`config.mk`:
```
export PLATFORM = sky130hd
export DESIGN_NAME = branch_resolver
export DESIGN_NICKNAME = d
export VERILOG_FILES = /design/src/rtl/br_pkg.sv /design/src/rtl/br_decode.sv /design/src/rtl/br_target_add.sv /design/src/rtl/branch_resolver.sv
export SDC_FILE = /design/constraint.sdc
export NUM_CORES = 1
export LEC_CHECK = 0
export BUFFER_PORTS_ARGS = -buffer_cell sky130_fd_sc_hd__buf_2
export CAP_MARGIN = 25
export CORE_UTILIZATION = 46
export DETAILED_ROUTE_END_ITERATION = 8
export PLACE_DENSITY = 0.75
export SLEW_MARGIN = 25
export SYNTH_ARGS = -nofsm -noshare
export SYNTH_HDL_FRONTEND = slang
export SYNTH_SLANG_ARGS = --single-unit
export TNS_END_PERCENT = 20
```
`constraint.sdc`:
```
create_clock -name clk -period 2.2 [get_ports clk]
set_input_delay 0.22 -clock clk [delete_from_list [all_inputs] [get_ports clk]]
set_output_delay 0.22 -clock clk [all_outputs]
set_load 0.02 [all_outputs]
```
`src/rtl/br_pkg.sv`:
```
package br_pkg;
    localparam logic [7:0] OP_BNZ  = 8'h26;
    localparam logic [7:0] OP_BNN  = 8'h2A;
    localparam logic [7:0] OP_BAL  = 8'h20;
    localparam logic [7:0] OP_BNV  = 8'h21;
    localparam logic [7:0] OP_CALL = 8'hAD;
    localparam logic [7:0] OP_CQD  = 8'h31;
    localparam logic [7:0] OP_CQIA = 8'h41;
    localparam logic [7:0] OP_CQIX = 8'h51;
    localparam logic [7:0] OP_CQO  = 8'h61;
    localparam logic [7:0] OP_CQP  = 8'h71;

    typedef enum logic [1:0] {
        K_NONE = 2'd0,
        K_COND = 2'd1,
        K_CMP  = 2'd2,
        K_CALL = 2'd3
    } kind_e;
endpackage

```
`src/rtl/br_decode.sv`:
```
module br_decode
    import br_pkg::*;
#(
    parameter int D_W   = 8,
    parameter int CYC_W = 3
) (
    input  logic [7:0]       opcode,
    input  logic             page2,
    input  logic             flag_n,
    input  logic             flag_z,
    input  logic [D_W-1:0]   reg_a,
    input  logic [D_W-1:0]   reg_x,
    input  logic [D_W-1:0]   mem_op,
    output kind_e            kind,
    output logic             take,
    output logic [2:0]       base,
    output logic [CYC_W-1:0] ncyc
);
    logic           use_x;
    logic [D_W-1:0] diff;

    assign diff = (use_x ? reg_x : reg_a) - mem_op;

    always_comb begin
        kind  = K_NONE;
        take  = 1'b0;
        base  = 3'd0;
        ncyc  = CYC_W'(1);
        use_x = 1'b0;
        if (page2) begin
            if (opcode == OP_CQO) begin
                kind = K_CMP; base = 3'd4; ncyc = CYC_W'(6);
            end
        end else begin
            case (opcode)
                OP_BNZ:  begin kind = K_COND; base = 3'd2; ncyc = CYC_W'(3); take = !flag_z; end
                OP_BNN:  begin kind = K_COND; base = 3'd2; ncyc = CYC_W'(3); take = !flag_n; end
                OP_BAL:  begin kind = K_COND; base = 3'd2; ncyc = CYC_W'(3); take = 1'b1; end
                OP_BNV:  begin kind = K_COND; base = 3'd2; ncyc = CYC_W'(3); take = 1'b0; end
                OP_CALL: begin kind = K_CALL; base = 3'd2; ncyc = CYC_W'(4); take = 1'b1; end
                OP_CQD:  begin kind = K_CMP;  base = 3'd3; ncyc = CYC_W'(5); end
                OP_CQIA: begin kind = K_CMP;  base = 3'd3; ncyc = CYC_W'(4); end
                OP_CQIX: begin kind = K_CMP;  base = 3'd3; ncyc = CYC_W'(4); use_x = 1'b1; end
                OP_CQO:  begin kind = K_CMP;  base = 3'd3; ncyc = CYC_W'(5); end
                OP_CQP:  begin kind = K_CMP;  base = 3'd2; ncyc = CYC_W'(4); end
                default: ;
            endcase
        end
        if (kind == K_CMP) take = (diff == '0);
    end
endmodule

```
`src/rtl/br_target_add.sv`:
```
module br_target_add #(
    parameter int PC_W = 16,
    parameter int D_W  = 8
) (
    input  logic [PC_W-1:0] pc,
    input  logic [2:0]      base,
    input  logic [D_W-1:0]  rel,
    input  logic            use_rel,
    output logic [PC_W-1:0] sum
);
    localparam int EXT_W = PC_W - D_W;

    logic [PC_W-1:0] ofs;

    generate
        if (EXT_W > 0) begin : g_ext
            assign ofs = use_rel ? {{EXT_W{rel[D_W-1]}}, rel} : '0;
        end else begin : g_trunc
            assign ofs = use_rel ? rel[PC_W-1:0] : '0;
        end
    endgenerate

    assign sum = pc + PC_W'(base) + ofs;
endmodule

```
`src/rtl/branch_resolver.sv`:
```
module branch_resolver
    import br_pkg::*;
#(
    parameter int PC_W  = 16,
    parameter int D_W   = 8,
    parameter int CYC_W = 3
) (
    input  logic             clk,
    input  logic             rst_n,
    input  logic             start,
    input  logic [7:0]       opcode,
    input  logic             page2,
    input  logic [D_W-1:0]   rel,
    input  logic [PC_W-1:0]  pc_in,
    input  logic [PC_W-1:0]  sp_in,
    input  logic             flag_n,
    input  logic             flag_z,
    input  logic [D_W-1:0]   reg_a,
    input  logic [D_W-1:0]   reg_x,
    input  logic [D_W-1:0]   mem_op,
    output logic             busy,
    output logic             done,
    output logic [PC_W-1:0]  next_pc,
    output logic             taken,
    output logic [CYC_W-1:0] cycles,
    output logic             wr_en,
    output logic [PC_W-1:0]  wr_addr,
    output logic [D_W-1:0]   wr_data,
    output logic [PC_W-1:0]  sp_out
);
    localparam int NADD = 2;
    localparam logic [CYC_W-1:0] PUSH_LO = CYC_W'(2);
    localparam logic [CYC_W-1:0] PUSH_HI = CYC_W'(3);

    typedef struct packed {
        logic             busy;
        logic [CYC_W-1:0] cnt;
        logic [CYC_W-1:0] ncyc;
        logic [PC_W-1:0]  pc;
        logic             taken;
        logic             call;
        logic [PC_W-1:0]  sp;
        logic [PC_W-1:0]  ret;
    } st_t;

    st_t st_d, st_q;

    kind_e           dk;
    logic            dtake;
    logic [2:0]      dbase;
    logic [CYC_W-1:0] dcyc;
    logic [PC_W-1:0] sums   [NADD];
    logic [2:0]      bases  [NADD];
    logic            userel [NADD];
    logic            last;
    logic            push;

    br_decode #(.D_W(D_W), .CYC_W(CYC_W)) u_dec (
        .opcode(opcode), .page2(page2), .flag_n(flag_n), .flag_z(flag_z),
        .reg_a(reg_a), .reg_x(reg_x), .mem_op(mem_op),
        .kind(dk), .take(dtake), .base(dbase), .ncyc(dcyc)
    );

    // adder 0 forms the target, adder 1 the return address
    assign bases[0]  = dbase;
    assign userel[0] = dtake;
    assign bases[1]  = 3'd2;
    assign userel[1] = 1'b0;

    generate
        for (genvar i = 0; i < NADD; i++) begin : g_add
            br_target_add #(.PC_W(PC_W), .D_W(D_W)) u_add (
                .pc(pc_in), .base(bases[i]), .rel(rel),
                .use_rel(userel[i]), .sum(sums[i])
            );
        end
    endgenerate

    assign last = st_q.busy && (st_q.cnt == st_q.ncyc);
    assign push = st_q.busy && st_q.call &&
                  ((st_q.cnt == PUSH_LO) || (st_q.cnt == PUSH_HI));

    always_comb begin
        st_d = st_q;
        if (!st_q.busy) begin
            if (start) begin
                st_d.busy  = 1'b1;
                st_d.cnt   = CYC_W'(1);
                st_d.ncyc  = dcyc;
                st_d.pc    = sums[0];
                st_d.taken = dtake;
                st_d.call  = (dk == K_CALL);
                st_d.sp    = sp_in;
                st_d.ret   = sums[1];
            end
        end else begin
            if (last) st_d.busy = 1'b0;
            else      st_d.cnt  = st_q.cnt + CYC_W'(1);
            if (push) st_d.sp   = st_q.sp - PC_W'(1);
        end
    end

    always_ff @(posedge clk or negedge rst_n) begin
        if (!rst_n) st_q <= '0;
        else        st_q <= st_d;
    end

    assign busy    = st_q.busy;
    assign done    = last;
    assign next_pc = st_q.pc;
    assign taken   = st_q.taken;
    assign cycles  = st_q.ncyc;
    assign sp_out  = st_q.sp;
    assign wr_en   = push;
    assign wr_addr = st_q.sp;
    assign wr_data = (st_q.cnt == PUSH_LO) ? st_q.ret[D_W-1:0] : st_q.ret[PC_W-1:PC_W-D_W];
endmodule

```
# Yosys cells after proc, flatten, opt, wreduce, memory -nomap -nowiden
# Index checks and enable logic that the tools add are counted.
# totals
ff_bits	57
in_bits	78
output_inout_bits	63
word_cells	73
# op_classes
add_sub_neg	6
n_eq_ne	17
n_mux	23
bitwise_logic	1
n_reduce_logical	18
# ops
cell	n
57-bit 2-to-1 mux	1
16-bit 2-to-1 mux	3
8-bit by 6-bit equality test with 1-bit output (second input constant)	5
8-bit by 7-bit equality test with 1-bit output (second input constant)	4
16-bit adder	1
16-bit by 2-bit adder with 16-bit output (second input constant)	1
16-bit by 3-bit adder with 16-bit output	1
8-bit 2-to-1 mux	2
16-bit by 1-bit subtractor with 16-bit output (second input constant)	1
3-bit 2-to-1 mux	5
4-bit OR reduction	3
3-bit one-hot mux with 3 select lines	1
8-bit equality test (second input constant)	1
8-bit logical NOT	1
8-bit subtractor	1
3-bit by 2-bit equality test with 1-bit output (second input constant)	2
2-bit one-hot mux with 3 select lines	1
2-bit AND reduction	3
6-bit OR reduction	1
1-bit 2-to-1 mux	5
5-bit OR reduction	1
2-bit equality test (second input constant)	2
2-bit 2-to-1 mux	2
4-bit 2-to-1 mux	1
11 further kinds	16

# Logic depth before layout (Yosys ltp)
# Gate-level depths: netlist of the first run.
# depth
ltp_word	11
depth_mapped	26
ltp_nobuf	24

# Hierarchy
# A second synthesis of the first run with hierarchy kept.
# hier_totals
cells_unflattened	709
area_unflattened_um2	5864.4
# modules_own_cells
mod	instances	cells_each	area_per_inst_um2	seq_area_each_um2
branch_resolver	1	352	3108.0	1426.4
br_target_add at g_add[1].u_add	1	133	1042.2	0.0
br_target_add at g_add[0].u_add	1	129	1037.2	0.0
br_decode	1	95	676.9	0.0

# Least setup slack after synthesis of the first run
# Ideal clock, no wire load.
# synth_path
path_type	input port to flip-flop
startpoint	in opcode[3]
endpoint	reg st_q, in the netlist next_pc[15]
arrival_time_ps	5490
t_required_ps	2069
path_slack_ps	-3421
cell_stages	24
path_buffers	2
cell_sequence	buf_6 > nor3_4 > and4_1 > buf_6 > mux2_2 > ha_1 > nor2b_1 > o31a_1 > o31a_2 > o2111ai_1 > o41ai_4 > a41o_2 > and2_1 > fa_1 > ha_1 > inv_1 > fa_1 > nor2b_1 > o2111ai_1 > nand4_1 > o2111ai_1 > a31o_2 > a221o_1 > or3_1
# synth_via
elab_chain_cells	9
elab_cells_between_ends	33
# synth_lines
item	line_no	rtl
start: declaration	branch_resolver.sv:11	input logic [7:0] opcode,
8-bit by 7-bit equality test with 1-bit output	br_decode.sv:35	case (opcode)
1-bit 2-to-1 mux	br_decode.sv:35	
1-bit 2-to-1 mux	br_decode.sv:30	if (page2) begin
8-bit 2-to-1 mux	br_decode.sv:22	assign diff = (use_x ? reg_x : reg_a) - mem_op;
8-bit subtractor	br_decode.sv:22	
8-bit logical NOT	br_decode.sv:49	if (kind == K_CMP) take = (diff == '0);
1-bit 2-to-1 mux	br_decode.sv:49	
16-bit 2-to-1 mux	br_target_add.sv:17	assign ofs = use_rel ? {{EXT_W{rel[D_W-1]}}, rel} : '0;
16-bit adder *	br_target_add.sv:23	assign sum = pc + PC_W'(base) + ofs;
end signal: assignment	branch_resolver.sv:105	else st_q <= st_d;
end: declaration	branch_resolver.sv:46	st_t st_d, st_q;
# Mark *: on every way between the ends. The rest lies on a longest branch, timed or not.
# A chain may end at the register's enable or synchronous reset.

# Worst setup path in the final report of the first run
# layout_path
startpoint	in opcode[2]
endpoint	reg st_q, in the netlist next_pc[15]
# The elaborated chain is that of the path after synthesis.

==> results.txt, run 1 <==
drt pass-1 iters: 4
Fmax: 0.1912 GHz
CP cell instances: buf_6 > nor3_4 > and4_4 > mux2_4 > ha_4 > nor2b_4 > o31a_1 > o31a_4 > o2111ai_4 > o41ai_4 > a41o_2 > and2_4 > fa_1 > ha_4 > inv_2 > fa_2 > nor2b_4 > o2111ai_4 > nand4_1 > o2111ai_2 > a31o_4 > a221o_1 > or3_1
drt drc: 0
Die W: 104.3 um
Worst Path Max Fanout: 6
Worst Path Buf+Inv: 2
ys flop type: dfrtp_1
detailed-placement wirelength estimate: 10.15 mm
Synth Register Bits: 57
CP Capture Type: flip-flop
CP startpoint kind: input pin
Skew-Pair Late Insertion Delay: 340 ps
top cell type's share of synthesized area: 0.2961
initial antenna violation count: 0
synth top area cells: dfrtp_1 30%, ha_1 9.9%, buf_4 7.9%
proportion of layout cells with a drive suffix above 1: 0.4537
Tot Pwr: 5.991 mW
Mapped Avg Cell Area: 8.664 um^2
FFs w/ async S/R, synth: 1.000
first-pass GRT wire length: 22.87 mm
Leak: 3.337 nW
commonest cells in the netlist: 72 x nand2_1, 57 x dfrtp_1, 51 x buf_4, 51 x o21ai_0, 38 x ha_1
Final Hold Fails: 0
synth unique cells: 62
endpoints failing setup: 17
Final Cell Area: 6618 um^2
cell family with most CP delay: compound AO/OA/AOI/OAI gates
post-route ant nets: 0
Clock Sinks: 57
fill cell count: 800
DR iter-0 viols: 224
post-route setup TNS: -37590 ps
PortBufs: 140
total CTS buffers: 9
Max Cap Viol: 0
number of flops mapped to enable cells by yosys: 0
Net Count, Synth: 676
Hold Path Class: input pin to flip-flop
PD cells: 905.3 nW/um^2
antenna cells: 0
count leader, synth: nand2_1
drt wl/cell: 15.29 um
largest net degree at the start of global routing: 34
grt total ovfl: 0
CTS tree: built
Cell Area, Synth: 4817 um^2
Area Growth Syn to Fin: 37.38%
Final Util: 0.6648
Routed WL: 13.59 mm
setup ws final: -3030 ps
skew final: 6.293 ps
number of placed I/O pins: 141
Seq/Total Area, Yosys: 0.2961
Max VDD drop: 581.9 uV
slew of the pin with the lowest slew margin: 509.2 ps
final net count: 872
slowest CP cell: fa_1
H-tree lvl count: 3
Worst Setup Path Type: input pin to flip-flop
Slew HR: 0.6606
maximum clock path buffer count: 2
slowest stage delay, CP: 550 ps
initial core utilization: 0.4839
period utilization: 2.377
core box area: 9955 um^2
# rows: 36
GP Congestion: 0.9112
status: complete, but fails checks
Synth Instances: 556
CTS clk-pin slew, worst paths: 70 ps
Die Area: 10880 um^2
DP Worst Slack: -3640 ps
Via Count: 4780
Required @ worst endpoint: 2410 ps
DP Area: 6008 um^2
failing checks: negative setup slack
minimum clock period: 5230 ps
gr usage total: 0.2578
die height: 104.3 um
vias per inst: 5.377
area leader, netlist: dfrtp_1
unrepaired setup endpoints after global routing: true
WP data arrival: 5440 ps
fin. max-slew vios: 0
vias in the first global route: 4935
Synth Warn #: 0
clock root buffer: clkbuf_8
-- cell type report --
class	count	area, um^2	share of cell area
Sequential cell	57	1428	0.2157
Tap cell	133	166.4	0.02515
Inverter	24	90.09	0.01361
Timing Repair Buffer	256	1610	0.2433
Clock inverter	3	40.04	0.006050
Clock buffer	12	155.1	0.02344
Multi-Input combinational cell	404	3128	0.4727
-- worst paths after layout --
path	startpoint	end	slack (ps)	depth (start not counted)
hold reg to reg	st_q[7]	st_q[7]	480	2
max in group asynchronous	rst_n	st_q[53]	1100	3
min in group asynchronous	rst_n	sp_out[0]	380	2
hold / removal	sp_in[8]	sp_out[8]	100	3
setup / recovery	opcode[2]	next_pc[15]	-3030	23
setup reg to reg	sp_out[4]	sp_out[15]	180	6
-- cells by family after synthesis --
logic type / count (synthesis) / synth area share
buf+inv: 95 / 0.1187
compound gates: 122 / 0.1691
simple gates: 188 / 0.1933
xor+xnor: 33 / 0.06286
flops: 57 / 0.2961
mux: 19 / 0.04467
fa+ha+maj: 42 / 0.1153
-- worst register-to-register path, delay by kind of cell, from the launching register on --
family | cells | cell delay [ps]
AO/OA/AOI/OAI | 2 | 380
flip-flops | 1 | 410
AND/OR/NAND/NOR | 4 | 1110
-- stage by stage --
stage	std cells	hold slack, ps
after global routing	889	94.99
after CTS	883	90.67
final	889	102.2
after floorplan	556	-75.59
after global placement	856	207.0
after detailed placement	856	210.9
-- layout by cell type (no fill, tap or decap), types with 6 or more instances in the layout --
cell type,count
xnor2_1,10
or3_1,6
inv_1,21
clkbuf_8,11
ha_1,33
nor2_1,22
buf_4,112
mux2_2,14
nand3_1,14
and2_1,7
a21oi_1,12
nor3_1,11
dfrtp_1,56
buf_2,136
nand4_1,6
o21ai_1,12
xor2_1,20
buf_6,7
and3_1,7
nand2_1,69
o21ai_0,36
-- where the power goes --
group          total (mW)  switching (mW)  internal (mW)
sequential           1.93           0.400           1.53
combinational        3.06            1.86           1.20
clock               0.999           0.424          0.575
total                5.99            2.68           3.31
-- repair_timing --
| action | CTS | global route |
|---|---|---|
| gates resized for setup | 41 | 29 |
| endpoints found under the setup margin | 17 | 29 |
| hold buffers | 1 | 0 |
| setup buffers | 11 | 8 |
| endpoints found under the hold margin | 18 | 0 |
| pin swaps | 38 | 34 |
-- state kept, by name, indices dropped and copies added (netlist names) --
signal / cells
busy: 1
next_pc: 16
cycles: 3
sp_out: 16
taken: 1
st_q: 20
-- per-layer routing --
metal,global-route usage,up-vias,routed length (um),part of all wire
met5,0,-,0,0
met4,0.09082,0,354,0.026
met3,0.04261,34,561,0.041
met2,0.4716,157,7077,0.52
met1,0.3009,2273,5598,0.41
li1,-,2316,-,-
(Power assumes the default switching activity.)
==> run 2, diff against run 1 <==
--- a/config.mk
+++ b/config.mk
@@ -9,6 +9,7 @@
 export CAP_MARGIN = 25
 export CORE_UTILIZATION = 46
 export DETAILED_ROUTE_END_ITERATION = 8
+export MAX_ROUTING_LAYER = met4
 export PLACE_DENSITY = 0.75
 export SLEW_MARGIN = 25
 export SYNTH_ARGS = -nofsm -noshare
==> run 2 against run 1 <==
Effect of this change:
- the flow still finishes with violations (negative setup slack)
- setup slack worse by 7.7 ps
- sequential share of layout area unchanged
- wire length up 0.51%
- clock-buffer cell count unchanged
- sequential power about the same
- clock power about the same
- via count up 0.59%
- core utilization unchanged
- combinational power about the same
- die area unchanged
- highest routed layer unchanged
==> results.txt, run 2 (same netlist as run 1, synthesis figures left out) <==
total CTS buffers: 9 (unchanged)
endpoints failing setup: 17 (unchanged)
commonest non-fill, non-tap cell in the layout: buf_2
Slew HR: 0.6627 (+0.002151)
sequential share of power: 0.321 (about the same)
post-route ant nets: 0 (unchanged)
first-pass GRT wire length: 22.81 mm (-0.24%)
PD cells: 905.6 nW/um^2 (about the same)
# rows: 36 (unchanged)
drt drc: 0 (unchanged)
CP startpoint kind: input pin
max reg flops: 20 (unchanged)
Skew-Pair Late Insertion Delay: 340 ps (about the same)
Routed WL: 13.66 mm (+0.51%)
minimum clock period: 5238 ps (+7.740 ps)
Final Hold Fails: 0 (unchanged)
Max Cap Viol: 0 (unchanged)
DR iter-0 viols: 241 (+7.6%)
Clock Sinks: 57 (unchanged)
CP Capture Type: flip-flop
commonest non-fill, non-tap cells in the layout: 136 x buf_2, 112 x buf_4, 69 x nand2_1
initial core utilization: 0.4839 (unchanged)
WP data arrival: 5450 ps (about the same)
DP Worst Slack: -3640 ps (unchanged)
largest net degree at the start of global routing: 34 (unchanged)
initial antenna violation count: 0 (unchanged)
multi-input logic area: 3128 um^2 (unchanged)
Tot Pwr: 5.993 mW (about the same)
fill cell count: 800 (unchanged)
Clock power frac: 0.167 (about the same)
Sw Ratio: 0.4480 (about the same)
DP Area: 6008 um^2 (unchanged)
core box area: 9955 um^2 (unchanged)
Hold Worst Slack: 104.3 ps (+2.062 ps)
setup ws final: -3038 ps (-7.740 ps)
H-tree lvl count: 3 (unchanged)
number of placed I/O pins: 141 (unchanged)
period utilization: 2.381 (+0.003518)
die height: 104.3 um (unchanged)
Worst Setup Path Type: input pin to flip-flop
Comb pwr share: 0.512 (about the same)
sw power: 2.685 mW (about the same)
gr usage total: 0.2652 (+0.007354)
CP cell instances: buf_6 > nor3_4 > and4_4 > mux2_4 > ha_4 > nor2b_4 > o31a_1 > o31a_4 > o2111ai_4 > o41ai_4 > a41o_2 > and2_4 > fa_1 > ha_4 > inv_2 > fa_2 > nor2b_4 > o2111ai_4 > nand4_1 > o2111ai_2 > a31o_4 > a221o_1 > or3_1
Max VDD drop: 581.0 uV (-0.14%)
Die Area: 10880 um^2 (unchanged)
Final Non-Filler Cells: 889 (unchanged)
Final Util: 0.6648 (unchanged)
maximum clock path buffer count: 2 (unchanged)
vias per inst: 5.408 (+0.59%)
Die W: 104.3 um (unchanged)
clock root buffer: clkbuf_8
CTS tree: built
final net count: 872 (unchanged)
status: complete, but fails checks
CTS clk-pin slew, worst paths: 70 ps (about the same)
slew of the pin with the lowest slew margin: 505.9 ps (-3.227 ps)
drt pass-1 iters: 5 (+1)
post-route setup TNS: -37730 ps (-139.5 ps)
GP Congestion: 0.9270 (+1.7%)
P_int: 3.308 mW (about the same)
antenna cells: 0 (unchanged)
placed insts: 856 (unchanged)
Required @ worst endpoint: 2410 ps (about the same)
Final Cell Area: 6618 um^2 (unchanged)
failing checks: negative setup slack
slowest stage delay, CP: 550 ps (about the same)
Worst Path Max Fanout: 6 (unchanged)
register name with the most flops: st_q
Leak: 3.337 nW (unchanged)
skew final: 5.675 ps (-0.6184 ps)
cell family with most CP delay: compound AO/OA/AOI/OAI gates
grt total ovfl: 0 (unchanged)
Fmax: 0.1909 GHz (-0.15%)
unrepaired setup endpoints after global routing: true
Via Count: 4808 (+0.59%)
vias in the first global route: 4925 (-0.20%)
proportion of layout cells with a drive suffix above 1: 0.4537 (unchanged)
slowest CP cell: fa_1
drt wl/cell: 15.37 um (+0.51%)
detailed-placement wirelength estimate: 10.15 mm (unchanged)
FF/Latch Area: 1428 um^2 (unchanged)
Worst Path Buf+Inv: 2 (unchanged)
Area Growth Syn to Fin: 37.38% (unchanged)
PortBufs: 140 (unchanged)
Hold Path Class: input pin to flip-flop
fin. max-slew vios: 0 (unchanged)
[run 2: cell counts in the layout (fill, tap and decap cells not counted)]
Identical to the previous run, type by type.
[run 2: power groups by stage]
stage                     registers, mW  logic, mW  clock network, mW
after floorplan                    1.86       2.47                  0
after global placement             1.89       2.89                  0
after detailed placement           1.93       2.97                  0
after CTS                          1.91       3.03               1.02
after global routing               2.00       3.33               1.07
final                              1.93       3.07               1.00
[run 2: final timing paths]
kind	slack, ps	endpoint	startpoint	depth (start not counted)
worst max-delay path	-3040	next_pc[15]	opcode[2]	23
worst min-delay path	100	sp_out[8]	sp_in[8]	3
worst max register to register	180	sp_out[15]	sp_out[4]	6
worst min register to register	480	st_q[7]	st_q[7]	2
max in group asynchronous	1100	st_q[53]	rst_n	3
min in group asynchronous	390	sp_out[0]	rst_n	2
[run 2: cell type report]
type                            instances  area share
Clock buffer                           12     0.02344
Sequential cell                        57      0.2157
Tap cell                              133     0.02515
Inverter                               24     0.01361
Timing Repair Buffer                  256      0.2433
Multi-Input combinational cell        404      0.4727
Clock inverter                          3    0.006050
[run 2: worst min-delay path, delay by kind of cell]
family	cells	cell delay, ps
AND/OR/NAND/NOR	1	30
AO/OA/AOI/OAI	1	70
buffers and inverters	1	70
[run 2: metal layers]
layer  vias to the layer above  global-route usage  routed length, um
met5                         -                   -                  0
li1                       2315                   -                  -
met3                        34             0.04073                593
met4                         0             0.08980                335
met1                      2282              0.3009               5604
met2                       177              0.4730               7128
[run 2: repair_timing]
action / in CTS / in global routing
resized for setup: 41 / 29
hold buffers: 1 / 0
hold endpoints to repair: 18 / 0
setup endpoints to repair: 17 / 29
setup buffers: 11 / 8
cloned: 0 / 0
pin swaps: 38 / 34
